`config.mk`:
```
export PLATFORM = sky130hd
export DESIGN_NAME = freq_wd_revert
export DESIGN_NICKNAME = d
export VERILOG_FILES = /design/src/rtl/wdr_pkg.sv /design/src/rtl/wdr_sec_timer.sv /design/src/rtl/wdr_fs_history.sv /design/src/rtl/wdr_pulse_gen.sv /design/src/rtl/freq_wd_revert.sv
export SDC_FILE = /design/constraint.sdc
export NUM_CORES = 1
export LEC_CHECK = 0
export BUFFER_PORTS_ARGS = -buffer_cell sky130_fd_sc_hd__buf_2
export CAP_MARGIN = 20
export CORE_MARGIN = 5
export CORE_UTILIZATION = 55
export DETAILED_ROUTE_END_ITERATION = 12
export HOLD_SLACK_MARGIN = 0.12
export PLACE_DENSITY = 0.74
export SYNTH_ARGS = -nofsm -noshare
export SYNTH_HDL_FRONTEND = slang
export SYNTH_SLANG_ARGS = --single-unit
```
`constraint.sdc`:
```
create_clock -name clk -period 2.7 [get_ports clk]
set_input_delay 0.27 -clock clk [delete_from_list [all_inputs] [get_ports clk]]
set_output_delay 0.27 -clock clk [all_outputs]
set_load 0.02 [all_outputs]
```
`src/rtl/wdr_pkg.sv`:
```
package wdr_pkg;

    localparam int FS_W  = 5;
    localparam int TMO_W = 4;

    typedef logic [FS_W-1:0]  fs_t;
    typedef logic [TMO_W-1:0] tmo_t;

    typedef enum logic {
        WD_IDLE  = 1'b0,
        WD_COUNT = 1'b1
    } wd_state_t;

    // control for the countdown, decoded once at the top
    typedef struct packed {
        logic cancel;
        logic start;
    } wd_cmd_t;

    // two-deep software selection history
    typedef struct packed {
        fs_t cur;
        fs_t prev;
    } fs_hist_t;

    function automatic logic tmo_is_off(tmo_t t);
        return t == '0;
    endfunction

    function automatic fs_t safe_pick(logic use_sw, fs_t prior_sw, fs_t strap);
        return use_sw ? prior_sw : strap;
    endfunction

endpackage

```
`src/rtl/wdr_sec_timer.sv`:
```
module wdr_sec_timer
    import wdr_pkg::*;
#(
    parameter int unsigned SEC_CYC = 1000
) (
    input  logic    clk,
    input  logic    rst,
    input  wd_cmd_t cmd,
    input  tmo_t    tmo,
    output logic    expire,
    output logic    running
);

    localparam int unsigned CW = (SEC_CYC > 1) ? $clog2(SEC_CYC) : 1;
    localparam logic [CW-1:0] CYC_LAST = CW'(SEC_CYC - 1);
    localparam logic [CW-1:0] CYC_ONE  = CW'(1);
    localparam tmo_t          SEC_ONE  = tmo_t'(1);

    wd_state_t     st;
    logic [CW-1:0] cyc;
    tmo_t          secs;
    logic          sec_end;

    assign sec_end = (cyc == CYC_LAST);
    assign running = (st == WD_COUNT);
    // a cancel or a fresh start in the same cycle wins over expiry
    assign expire  = running && sec_end && (secs == SEC_ONE) && !cmd.cancel && !cmd.start;

    always_ff @(posedge clk) begin
        if (rst || cmd.cancel) begin
            st   <= WD_IDLE;
            cyc  <= '0;
            secs <= '0;
        end else if (cmd.start) begin
            st   <= WD_COUNT;
            cyc  <= '0;
            secs <= tmo;
        end else if (running) begin
            if (sec_end) begin
                cyc <= '0;
                if (secs == SEC_ONE) begin
                    st   <= WD_IDLE;
                    secs <= '0;
                end else begin
                    secs <= secs - SEC_ONE;
                end
            end else begin
                cyc <= cyc + CYC_ONE;
            end
        end
    end

    AST_SECS_NONZERO: assert property (@(posedge clk) disable iff (rst)
        running |-> (secs != '0));

    AST_EXPIRE_STOPS: assert property (@(posedge clk) disable iff (rst)
        expire |=> !running);

    AST_OFF_IDLE: assert property (@(posedge clk) disable iff (rst)
        cmd.cancel |=> !running);

endmodule

```
`src/rtl/wdr_fs_history.sv`:
```
module wdr_fs_history
    import wdr_pkg::*;
(
    input  logic clk,
    input  logic rst,
    input  fs_t  strap_fs,
    input  fs_t  sw_fs,
    input  logic sw_wr,
    input  logic expire,
    input  logic revert_sel,
    output fs_t  fs_out
);

    fs_hist_t hist;
    fs_t      restore_val;

    assign restore_val = safe_pick(revert_sel, hist.prev, strap_fs);
    assign fs_out      = hist.cur;

    always_ff @(posedge clk) begin
        if (rst) begin
            hist.cur  <= strap_fs;
            hist.prev <= strap_fs;
        end else if (sw_wr) begin
            hist.prev <= hist.cur;
            hist.cur  <= sw_fs;
        end else if (expire) begin
            hist.cur  <= restore_val;
        end
    end

    AST_FS_CAUSE: assert property (@(posedge clk) disable iff (rst)
        !$stable(fs_out) |-> $past(sw_wr || expire));

    AST_REVERT_HW: assert property (@(posedge clk) disable iff (rst)
        (expire && !revert_sel && !sw_wr) |=> (fs_out == $past(strap_fs)));

    AST_WRITE_LOAD: assert property (@(posedge clk) disable iff (rst)
        sw_wr |=> (fs_out == $past(sw_fs)));

endmodule

```
`src/rtl/wdr_pulse_gen.sv`:
```
module wdr_pulse_gen #(
    parameter int unsigned PULSE_CYC = 600000
) (
    input  logic clk,
    input  logic rst,
    input  logic expire,
    input  logic pin_mode,
    output logic active
);

    localparam int unsigned PW = $clog2(PULSE_CYC + 1);
    localparam logic [PW-1:0] P_LOAD = PW'(PULSE_CYC);
    localparam logic [PW-1:0] P_ONE  = PW'(1);

    logic [PW-1:0] cnt;

    assign active = (cnt != '0);

    always_ff @(posedge clk) begin
        if (rst) begin
            cnt <= '0;
        end else if (expire && !active && !pin_mode) begin
            cnt <= P_LOAD;
        end else if (active) begin
            cnt <= cnt - P_ONE;
        end
    end

    AST_PULSE_CAUSE: assert property (@(posedge clk) disable iff (rst)
        $rose(active) |-> ($past(expire) && !$past(pin_mode)));

    AST_NO_RETRIGGER: assert property (@(posedge clk) disable iff (rst)
        ($past(active) && active) |-> ((cnt + P_ONE) == $past(cnt)));

endmodule

```
`src/rtl/freq_wd_revert.sv`:
```
module freq_wd_revert
    import wdr_pkg::*;
#(
    parameter int unsigned CLK_HZ   = 100000000,
    parameter int unsigned PULSE_MS = 6
) (
    input  logic       clk,
    input  logic       rst,
    input  logic [3:0] wd_timeout,
    input  logic       revert_sel,
    input  logic       pin_mode,
    input  logic [4:0] strap_fs,
    input  logic [4:0] sw_fs,
    input  logic       sw_fs_wr,
    input  logic       div_chg,
    output logic [4:0] fs_out,
    output logic       wd_alarm,
    output logic       srst_pull_low
);

    localparam int unsigned SEC_CYC   = CLK_HZ;
    localparam int unsigned PULSE_CYC = (CLK_HZ / 1000) * PULSE_MS;

    wd_cmd_t cmd;
    logic    expire;
    logic    running;
    logic    pulse_on;
    logic    alarm_q;

    always_comb begin
        cmd.cancel = tmo_is_off(wd_timeout);
        cmd.start  = (sw_fs_wr || div_chg) && !cmd.cancel;
    end

    wdr_sec_timer #(.SEC_CYC(SEC_CYC)) timer_i (
        .clk     (clk),
        .rst     (rst),
        .cmd     (cmd),
        .tmo     (wd_timeout),
        .expire  (expire),
        .running (running)
    );

    wdr_fs_history hist_i (
        .clk        (clk),
        .rst        (rst),
        .strap_fs   (strap_fs),
        .sw_fs      (sw_fs),
        .sw_wr      (sw_fs_wr),
        .expire     (expire),
        .revert_sel (revert_sel),
        .fs_out     (fs_out)
    );

    wdr_pulse_gen #(.PULSE_CYC(PULSE_CYC)) pulse_i (
        .clk      (clk),
        .rst      (rst),
        .expire   (expire),
        .pin_mode (pin_mode),
        .active   (pulse_on)
    );

    always_ff @(posedge clk) begin
        if (rst || cmd.cancel) begin
            alarm_q <= 1'b0;
        end else if (expire) begin
            alarm_q <= 1'b1;
        end
    end

    assign wd_alarm      = alarm_q;
    assign srst_pull_low = pulse_on && !pin_mode;

    AST_ALARM_SOURCE: assert property (@(posedge clk) disable iff (rst)
        $rose(wd_alarm) |-> $past(expire));

    AST_ALARM_CLEAR: assert property (@(posedge clk) disable iff (rst)
        (wd_timeout == 4'd0) |=> !wd_alarm);

    AST_ALARM_HOLD: assert property (@(posedge clk) disable iff (rst)
        ($past(wd_alarm) && ($past(wd_timeout) != 4'd0)) |-> wd_alarm);

    AST_NO_START_OFF: assert property (@(posedge clk) disable iff (rst)
        ((wd_timeout == 4'd0) && !running) |=> !running);

endmodule

```
==> out/summary.txt, run 1 <==
syn nets: 379
number of global-route vias before repair: 2704
count leader, synth: nor2_1
sequential share of the synthesized area: 42.3%
Routed Antenna Nets: 0
ant diodes: 0
worst stage delay on the critical path: 0.39 ns
count of input and output buffers: 26
Die Y: 86.5 um
die area: 7490 um^2
share of cells above drive strength 1: 18.2%
Synth Instances: 354
Crit Path Class: reg -> out
largest net degree at the start of global routing: 26
Critical Path Source Type: flip-flop
final setup fails: 0
synth warn: 0
flop and latch count out of synthesis: 63
wire per inst: 15.1 um
# H-tree levels: 3
Detailed Routing Iterations Pass 1: 5
Tmin final: 2.50 ns
skew final: 0.0123 ns
setup TNS: 0 ns
hold buffer count at CTS: 0
Setup Slack @ Placement: 0.387 ns
Slew @ Worst Pin: 0.605 ns
R2R Setup Slk: 0.40 ns
endpoints failing hold: 0
worst skew pair latency: 0.34 ns
DRC viols: 0
Hold Startpoint: wd_timeout[1]
post-CTS setup buffers: 0
Max-cap violations: 0
antenna violations before repair: 0
CTS resizes: 0
Critical Path AT: 2.23 ns
CP endpoint kind: output pin
crit path cell chain: inv_1 -> ha_1 -> or2b_2 -> nor4_4 -> and3_2 -> nor2_1 -> buf_2
unrepaired setup endpoints after global routing: no
Setup WS post-layout: 0.196 ns
number of vias per cell: 5.84
most frequent cells after synthesis: nor2_1 (54), dfxtp_1 (53), xor2_1 (21)
Worst-path clk slew: 0.07 ns
Clock Sinks: 63
Critical-path top delay cell: nor4_4
DP HPWL: 4980 um
Leakage: 1.33 nW
CTS tree: built
RePlAce Congestion: 0.842
Starting Density: 57.5%
Die W: 86.5 um
Synth Cell Area: 3220 um^2
grt total ovfl: 0
fmax: 399 MHz
fin crit share: 92.7%
outcome: finished clean
Yosys top cell area share: 32.9%
Worst Hold Class: in -> reg
Synth cell types: 51
first-pass GRT wire length: 11800 um
I/O pin count: 27
P per Cell Area: 855 nW/um^2
max_slew headroom: 59.5%
Crit Path Max Fanout: 7
Layout fillers: 490
routed vias: 2661
Worst EP required: 2.43 ns
CTS Buf Count: 9
Post-synth ARST share: 0%
NumNets Final: 404
hold path endpoint: timer_i.secs[1]
worst hold path stage count: 2
synth top area cells: dfxtp_1 (33%), edfxtp_1 (9.3%), nor2_1 (6.3%), xor2_1 (5.7%), xnor2_1 (4.1%)
Clock Path Buffers: 2
Detailed Route Iter0 Violations: 117
Reg2Reg Depth: 7
DRT Wirelength: 6890 um
reg-to-reg endpoint: pulse_i.cnt[1]
maximum VDD drop: 480 uV
Avg Inst Size Synth: 9.10 um^2
core area: 5610 um^2
root buffer cell: clkbuf_8
top_reg_cell synth: dfxtp_1
GRT Util Overall: 19.5%
Synth area leader: dfxtp_1
Slew Limit Fails: 0
Synth-to-Final Area Change: 12.6%
Post-synth EDFFs: 10
reg-to-reg startpoint: pulse_i.cnt[0]
row cnt: 27
routing by layer:
metal | vias to the layer above | GRT usage, % | wire length (um)
met5 | - | 0 | 0
met4 | 0 | 7.37 | 78
met3 | 8 | 4.47 | 312
met2 | 67 | 35.0 | 3580
met1 | 1260 | 22.5 | 2920
li1 | 1326 | - | -
per-stage QoR:
step	cell area, um^2	hold slack [ns]	total power, W	utilization [%]	std cells
global route	3630	0.230	0.00330	64.7	456
finish	3630	0.222	0.00310	64.7	456
floorplan	3220	0.424	0.00203	-	354
detailed placement	3410	0.476	0.00220	60.7	440
CTS	3630	0.213	0.00312	64.7	456
global placement	3410	0.445	0.00219	60.7	440
where the power goes:
| group | internal, W | switching [W] |
|---|---|---|
| Sequential | 0.00108 | 0.000107 |
| Clock | 0.000521 | 0.000387 |
| Combinational | 0.000450 | 0.000558 |
| Total | 0.00205 | 0.00105 |
worst max-delay path by stage:
stage	endpoint	cells past startpoint	start
floorplan	srst_pull_low	6	pulse_i.cnt[11]
global placement	pulse_i.cnt[1]	7	pulse_i.cnt[0]
detailed placement	pulse_i.cnt[0]	7	pulse_i.cnt[0]
CTS	srst_pull_low	7	pulse_i.cnt[0]
global route	srst_pull_low	7	pulse_i.cnt[0]
finish	srst_pull_low	7	pulse_i.cnt[0]
state kept, by name, indices dropped and copies added, names as in the netlist:
signal and cells:
timer_i.cyc 27, hist_i.fs_out 5, timer_i.secs 4, timer_i.running 1, hist_i.hist 5, pulse_i.cnt 20, wd_alarm 1
critical path: cells and delay by family, from the launching register on:
kind	cells	cell delay, ns
buffers and inverters	2	0.26
DFF	1	0.33
and+or+nand+nor	4	1.14
adders and majority gates	1	0.16
cells by family after synthesis:
group / after synthesis / share of synthesized area [%]
and+or+nand+nor: 166 / 29.0
DFF: 63 / 42.3
AOI/OAI and AO/OA: 50 / 10.4
xor gates and xnor gates: 36 / 9.79
buffers and inverters: 26 / 3.84
muxes: 8 / 2.68
adders and majority gates: 5 / 1.94
cell usage in the layout, fill, tap and decap left out, types with 10 or more instances in the layout:
cell,count
nand3_1,12
nor2_1,54
xor2_1,21
xnor2_1,15
buf_2,26
a21oi_1,16
edfxtp_1,10
nand4_1,17
dfxtp_1,53
nand2_1,18
final cells by class:
class / instances / area (um^2) / area share, %
Timing Repair Buffer: 32 / 188 / 5.17
Clock inverter: 7 / 97.6 / 2.69
Clock buffer: 9 / 124 / 3.41
Multi-Input combinational cell: 265 / 1740 / 47.9
Sequential cell: 63 / 1360 / 37.5
Inverter: 8 / 30.0 / 0.828
Tap cell: 72 / 90.1 / 2.48
No activity file was read; power rests on OpenSTA's default activity.
==> run 2: changes to the inputs <==
--- a/config.mk
+++ b/config.mk
@@ -7,11 +7,11 @@
 export LEC_CHECK = 0
 export BUFFER_PORTS_ARGS = -buffer_cell sky130_fd_sc_hd__buf_2
 export CAP_MARGIN = 20
+export CORE_ASPECT_RATIO = 1.2
 export CORE_MARGIN = 5
-export CORE_UTILIZATION = 55
+export CORE_UTILIZATION = 30
 export DETAILED_ROUTE_END_ITERATION = 12
 export HOLD_SLACK_MARGIN = 0.12
-export PLACE_DENSITY = 0.74
 export SYNTH_ARGS = -nofsm -noshare
 export SYNTH_HDL_FRONTEND = slang
 export SYNTH_SLANG_ARGS = --single-unit
==> run 2 against run 1 <==
Combinational power is essentially flat. Flip-flop and latch count is the same. Worst hold slack lost 0.0057 ns. Final cell count grew 13%. Die area grew 73%. Utilization shrank 29 points. Highest routed layer unchanged. Sequential power is essentially flat.
==> out/summary.txt, run 2 (synthesized netlist as in run 1, its figures left out) <==
outcome: finished clean
Reg2Reg Depth: 7 (unchanged)
worst hold path stage count: 2 (unchanged)
skew final: 0.00669 ns (-0.00560 ns)
Starting Density: 30.6% (-27 points)
# H-tree levels: 3 (unchanged)
Detailed Routing Iterations Pass 1: 4 (-1)
Clock Path Buffers: 2 (unchanged)
Slew Limit Fails: 0 (unchanged)
reg-to-reg endpoint: pulse_i.cnt[0]
detailed-route wire length on metal 1: 3150 um (+7.7%)
hold buffer count at CTS: 0 (unchanged)
core area: 10500 um^2 (+88%)
CTS resizes: 0 (unchanged)
register area: 1360 um^2 (unchanged)
P per Cell Area: 881 nW/um^2 (+3.2%)
NumNets Final: 404 (unchanged)
switching portion of total power: 32.9% (-1.1 points)
number of vias per cell: 5.11 (-12%)
routed vias: 2623 (-1.4%)
reg-to-reg startpoint: pulse_i.cnt[0]
count of input and output buffers: 26 (unchanged)
CTS tree: built
Die W: 105 um (+21%)
most frequent cells in the layout: nor2_1 (54), dfxtp_1 (53), buf_2 (26)
fin crit share: 92.5% (-0.20 points)
combinational share of power: 30.3% (-2.2 points)
Critical Path Source Type: flip-flop
fmax: 400 MHz (+0.22%)
Layout fillers: 1064 (+120%)
RePlAce Congestion: 0.865 (+2.8%)
DP HPWL: 4950 um (-0.50%)
clock power share: 33.9% (+4.6 points)
post-CTS setup buffers: 0 (unchanged)
multi-input logic area: 1740 um^2 (unchanged)
I/O pin count: 27 (unchanged)
Seq pwr share: 35.8% (-2.4 points)
Crit Path Max Fanout: 7 (unchanged)
Setup Slack @ Placement: 0.424 ns (+0.0369 ns)
Finished Core Util: 35.7% (-29 points)
Critical Path AT: 2.23 ns (about the same)
number of global-route vias before repair: 2558 (-5.4%)
DRC viols: 0 (unchanged)
share of cells above drive strength 1: 18.2% (unchanged)
max layer used: met4
Tmin final: 2.50 ns (-0.00546 ns)
setup TNS: 0 ns (unchanged)
Top Registers: timer_i.cyc x27, pulse_i.cnt x20
Worst Hold Class: in -> reg
Crit Path Class: reg -> out
Routed Antenna Nets: 0 (unchanged)
Clock Sinks: 63 (unchanged)
Largest register FFs: 27 (unchanged)
max_slew headroom: 60.9% (+1.3 points)
Met2 Routed Length: 3360 um (-6.1%)
Psw: 0.00109 W (+3.5%)
Leakage: 1.36 nW (+2.3%)
GRT Util Overall: 11.4% (-8.2 points)
antenna violations before repair: 0 (unchanged)
routed length on met3: 258 um (-17%)
largest net degree at the start of global routing: 28 (+7.7%)
commonest non-fill, non-tap cell in the layout: nor2_1
Max-cap violations: 0 (unchanged)
CTS Buf Count: 9 (unchanged)
die area: 12900 um^2 (+73%)
Setup WS post-layout: 0.201 ns (+0.00546 ns)
R2R Setup Slk: 0.43 ns (+0.03 ns)
grt total ovfl: 0 (unchanged)
final setup fails: 0 (unchanged)
CP endpoint kind: output pin
Cell Int Power: 0.00222 W (+8.6%)
first-pass GRT wire length: 12100 um (+2.2%)
Synth-to-Final Area Change: 16.7%
Die Y: 124 um (+43%)
endpoints failing hold: 0 (unchanged)
critical path launch point: pulse_i.cnt[0]
most flop-heavy register: timer_i.cyc
row cnt: 41 (+52%)
DRT Wirelength: 6880 um (-0.12%)
Worst EP required: 2.43 ns (about the same)
Critical Path Sink: srst_pull_low
ant diodes: 0 (unchanged)
Detailed Route Iter0 Violations: 129 (+10%)
root buffer cell: clkbuf_16
Worst-path clk slew: 0.05 ns (-0.02 ns)
Slew @ Worst Pin: 0.585 ns (-0.0198 ns)
unrepaired setup endpoints after global routing: no
maximum VDD drop: 316 uV (-34%)
worst skew pair latency: 0.33 ns (about the same)
wire per inst: 13.4 um (-11%)
==> run 2: cell count changes in the layout (fill, tap and decap cells not counted) <==
cell | previous run | this run
clkbuf_16 | 0 | 10
bufinv_16 | 2 | 0
clkbuf_8 | 9 | 1
clkinv_4 | 2 | 0
buf_12 | 1 | 0
buf_4 | 5 | 6
clkinv_2 | 1 | 3
==> run 2: stage by stage <==
stage	instances	cell area (um^2)	total power (W)	hold WS, ns
2_1_floorplan	354	3220	0.00203	0.424
3_3_place_gp	497	3460	0.00220	0.487
3_5_place_dp	497	3460	0.00221	0.502
4_1_cts	513	3760	0.00335	0.213
5_1_grt	513	3760	0.00354	0.217
6_report	513	3760	0.00331	0.216
==> run 2: layer usage <==
| layer | GRT usage, % | vias to the layer above |
|---|---|---|
| met1 | 14.4 | 1241 |
| met2 | 18.1 | 36 |
| met5 | 0 | - |
| met3 | 4.07 | 13 |
| li1 | - | 1333 |
| met4 | 3.76 | 0 |
==> run 2: how the worst min path moves through the flow <==
stage                             start              end  slack, ns
final                     wd_timeout[1]  timer_i.secs[1]       0.22
after global routing      wd_timeout[1]  timer_i.secs[1]       0.22
after CTS                 wd_timeout[1]  timer_i.secs[1]       0.21
after detailed placement       wd_alarm         wd_alarm       0.50
after global placement         wd_alarm         wd_alarm       0.49
after floorplan           wd_timeout[1]  timer_i.secs[1]       0.42
==> run 2: worst max-delay path: stages (launching register included) <==
cell and delay [ns]:
dfxtp_1 0.32, inv_1 0.11, ha_1 0.16, or2b_2 0.34, nor4_4 0.40, and3_2 0.36
nor2_1 0.05, buf_2 0.15
==> run 2: power groups by stage <==
stage | Sequential, W | Combinational (W) | Clock [W]
2_1_floorplan | 0.00118 | 0.000856 | 0
3_3_place_gp | 0.00120 | 0.00100 | 0
3_5_place_dp | 0.00120 | 0.00100 | 0
4_1_cts | 0.00118 | 0.00101 | 0.00115
5_1_grt | 0.00120 | 0.00114 | 0.00120
6_report | 0.00118 | 0.00100 | 0.00112
==> run 2: final cells by class <==
| class | instances | area share [%] |
|---|---|---|
| multi-input combinational | 265 | 46.2 |
| inverter | 8 | 0.799 |
| sequential | 63 | 36.2 |
| clock inverter | 5 | 0.799 |
| clock buffer | 11 | 7.02 |
| tap | 129 | 4.29 |
| timing repair buffer | 32 | 4.66 |
==> run 3: changes to the inputs <==
--- a/config.mk
+++ b/config.mk
@@ -10,8 +10,11 @@
 export CORE_ASPECT_RATIO = 1.2
 export CORE_MARGIN = 5
 export CORE_UTILIZATION = 30
+export CTS_BUF_LIST = sky130_fd_sc_hd__clkbuf_8
+export CTS_CLUSTER_SIZE = 8
 export DETAILED_ROUTE_END_ITERATION = 12
 export HOLD_SLACK_MARGIN = 0.12
+export REMOVE_ABC_BUFFERS = 1
 export SYNTH_ARGS = -nofsm -noshare
 export SYNTH_HDL_FRONTEND = slang
 export SYNTH_SLANG_ARGS = --single-unit
==> run 3 against run 2 <==
Total power fell by 9.6%. Design area is 2.7% lower. Maximum frequency shrank 1.9%. Critical path type unchanged. Largest power group unchanged.
==> out/summary.txt, run 3 (synthesized netlist as in run 1, its figures left out) <==
NumNets Final: 404 (unchanged)
I/O pin count: 27 (unchanged)
first-pass GRT wire length: 11500 um (-4.7%)
max_slew headroom: 59.5% (-1.4 points)
max layer used: met4
Critical Path Source Type: flip-flop
grt total ovfl: 0 (unchanged)
Critical Path AT: 2.28 ns (+0.05 ns)
routed vias: 2615 (-0.30%)
Finished Layout Cells: 513 (unchanged)
root buffer cell: clkbuf_8
Critical-path top delay cell: nor4_4
outcome: finished clean
Die W: 105 um (unchanged)
Setup Slack @ Placement: 0.391 ns (-0.0329 ns)
post-CTS setup buffers: 0 (unchanged)
share of cells above drive strength 1: 17.4% (-0.78 points)
Buffers & Inverters on Critical Path: 2 (unchanged)
CTS resizes: 0 (unchanged)
placed cells: 497 (unchanged)
Starting Density: 30.6% (unchanged)
Min Hold Slack: 0.210 ns (-0.00661 ns)
Max-cap violations: 0 (unchanged)
wire per inst: 13.6 um (+1.6%)
count of input and output buffers: 26 (unchanged)
RePlAce Congestion: 0.791 (-8.6%)
ant diodes: 0 (unchanged)
routed length on met3: 251 um (-2.7%)
Slew Limit Fails: 0 (unchanged)
antenna violations before repair: 0 (unchanged)
Clock Path Buffers: 2 (unchanged)
reg-to-reg startpoint: pulse_i.cnt[0]
Slew @ Worst Pin: 0.606 ns (+0.0204 ns)
worst skew pair latency: 0.35 ns (+0.02 ns)
number of vias per cell: 5.10 (-0.30%)
die area: 12900 um^2 (unchanged)
P per Cell Area: 819 nW/um^2 (-7.1%)
DRC viols: 0 (unchanged)
Setup WS post-layout: 0.153 ns (-0.0489 ns)
GRT Util Overall: 10.9% (-0.50 points)
Leakage: 1.31 nW (-3.8%)
largest net degree at the start of global routing: 28 (unchanged)
crit path cell chain: inv_1 -> ha_1 -> or2b_2 -> nor4_4 -> and3_4 -> nor2_1 -> buf_2
CTS Buf Count: 9 (unchanged)
core area: 10500 um^2 (unchanged)
setup TNS: 0 ns (unchanged)
Detailed Route Iter0 Violations: 101 (-22%)
DRT Wirelength: 7000 um (+1.6%)
row cnt: 41 (unchanged)
Tmin final: 2.55 ns (+0.0489 ns)
most flop-heavy register: timer_i.cyc
# H-tree levels: 3 (unchanged)
Routed Antenna Nets: 0 (unchanged)
endpoints failing hold: 0 (unchanged)
detailed-route wire length on metal 1: 3240 um (+3.0%)
number of global-route vias before repair: 2510 (-1.9%)
Top Family by Delay on Critical Path: simple AND/OR/NAND/NOR gates
Largest register FFs: 27 (unchanged)
most frequent cells in the layout: nor2_1 (54), dfxtp_1 (53), buf_2 (26)
commonest non-fill, non-tap cell in the layout: nor2_1
Die Y: 124 um (unchanged)
maximum VDD drop: 302 uV (-4.6%)
Detailed Routing Iterations Pass 1: 4 (unchanged)
CP endpoint kind: output pin
hold buffer count at CTS: 0 (unchanged)
Synth-to-Final Area Change: 13.5%
Worst Hold Class: in -> reg
Met2 Routed Length: 3400 um (+1.2%)
DP HPWL: 5160 um (+4.2%)
fin crit share: 94.3% (+1.8 points)
skew final: 0.0121 ns (+0.00539 ns)
Hold Startpoint: sw_fs[1]
Top Registers: timer_i.cyc x27, pulse_i.cnt x20
CTS tree: built
Worst-path clk slew: 0.08 ns (+0.03 ns)
fmax: 393 MHz (-1.9%)
Crit Path Max Fanout: 7 (unchanged)
Worst EP required: 2.43 ns (about the same)
unrepaired setup endpoints after global routing: no
final setup fails: 0 (unchanged)
Clock Sinks: 63 (unchanged)
Crit Path Class: reg -> out
worst stage delay on the critical path: 0.43 ns (+0.03 ns)
critical path launch point: pulse_i.cnt[0]
## run 3: routing by layer
metal | vias to the layer above | global-route usage [%]
li1 | 1327 | -
met1 | 1243 | 13.1
met2 | 36 | 18.1
met3 | 9 | 3.45
met4 | 0 | 4.16
met5 | - | 0
## run 3: worst reg2reg max path, stage by stage (launching register included)
cell     delay, ns
dfxtp_1       0.33
inv_1         0.11
ha_1          0.16
or2b_2        0.34
nor4_4        0.43
nand3_4       0.18
o41ai_4       0.54
nor2_1        0.11
## run 3: power breakdown
group	switching, W	total (W)	internal, W
Sequential	0.000106	0.00118	0.00108
Clock	0.000377	0.000795	0.000418
Combinational	0.000563	0.00102	0.000454
## run 3: path summary, 6_finish.rpt
kind | to | slack [ns] | cells past startpoint
setup reg to reg | pulse_i.cnt[14] | 0.38 | 7
hold / removal | hist_i.fs_out[1] | 0.21 | 3
hold reg to reg | wd_alarm | 0.47 | 1
setup / recovery | srst_pull_low | 0.15 | 7
## run 3: stage by stage
stage,power [W],utilization [%],area [um^2]
2_1_floorplan,0.00198,-,3130
3_3_place_gp,0.00221,32.9,3460
3_5_place_dp,0.00221,32.9,3460
4_1_cts,0.00302,34.7,3650
5_1_grt,0.00322,34.8,3660
6_report,0.00299,34.8,3660
## run 3: final cells by class
class	count	area [um^2]
clock buffers	9	124
clock inverters	7	65.1
fillers	1089	6860
inverters	8	30.0
multi-input cells	265	1740
flip-flops and latches	63	1360
well taps	129	161
repair buffers	32	175
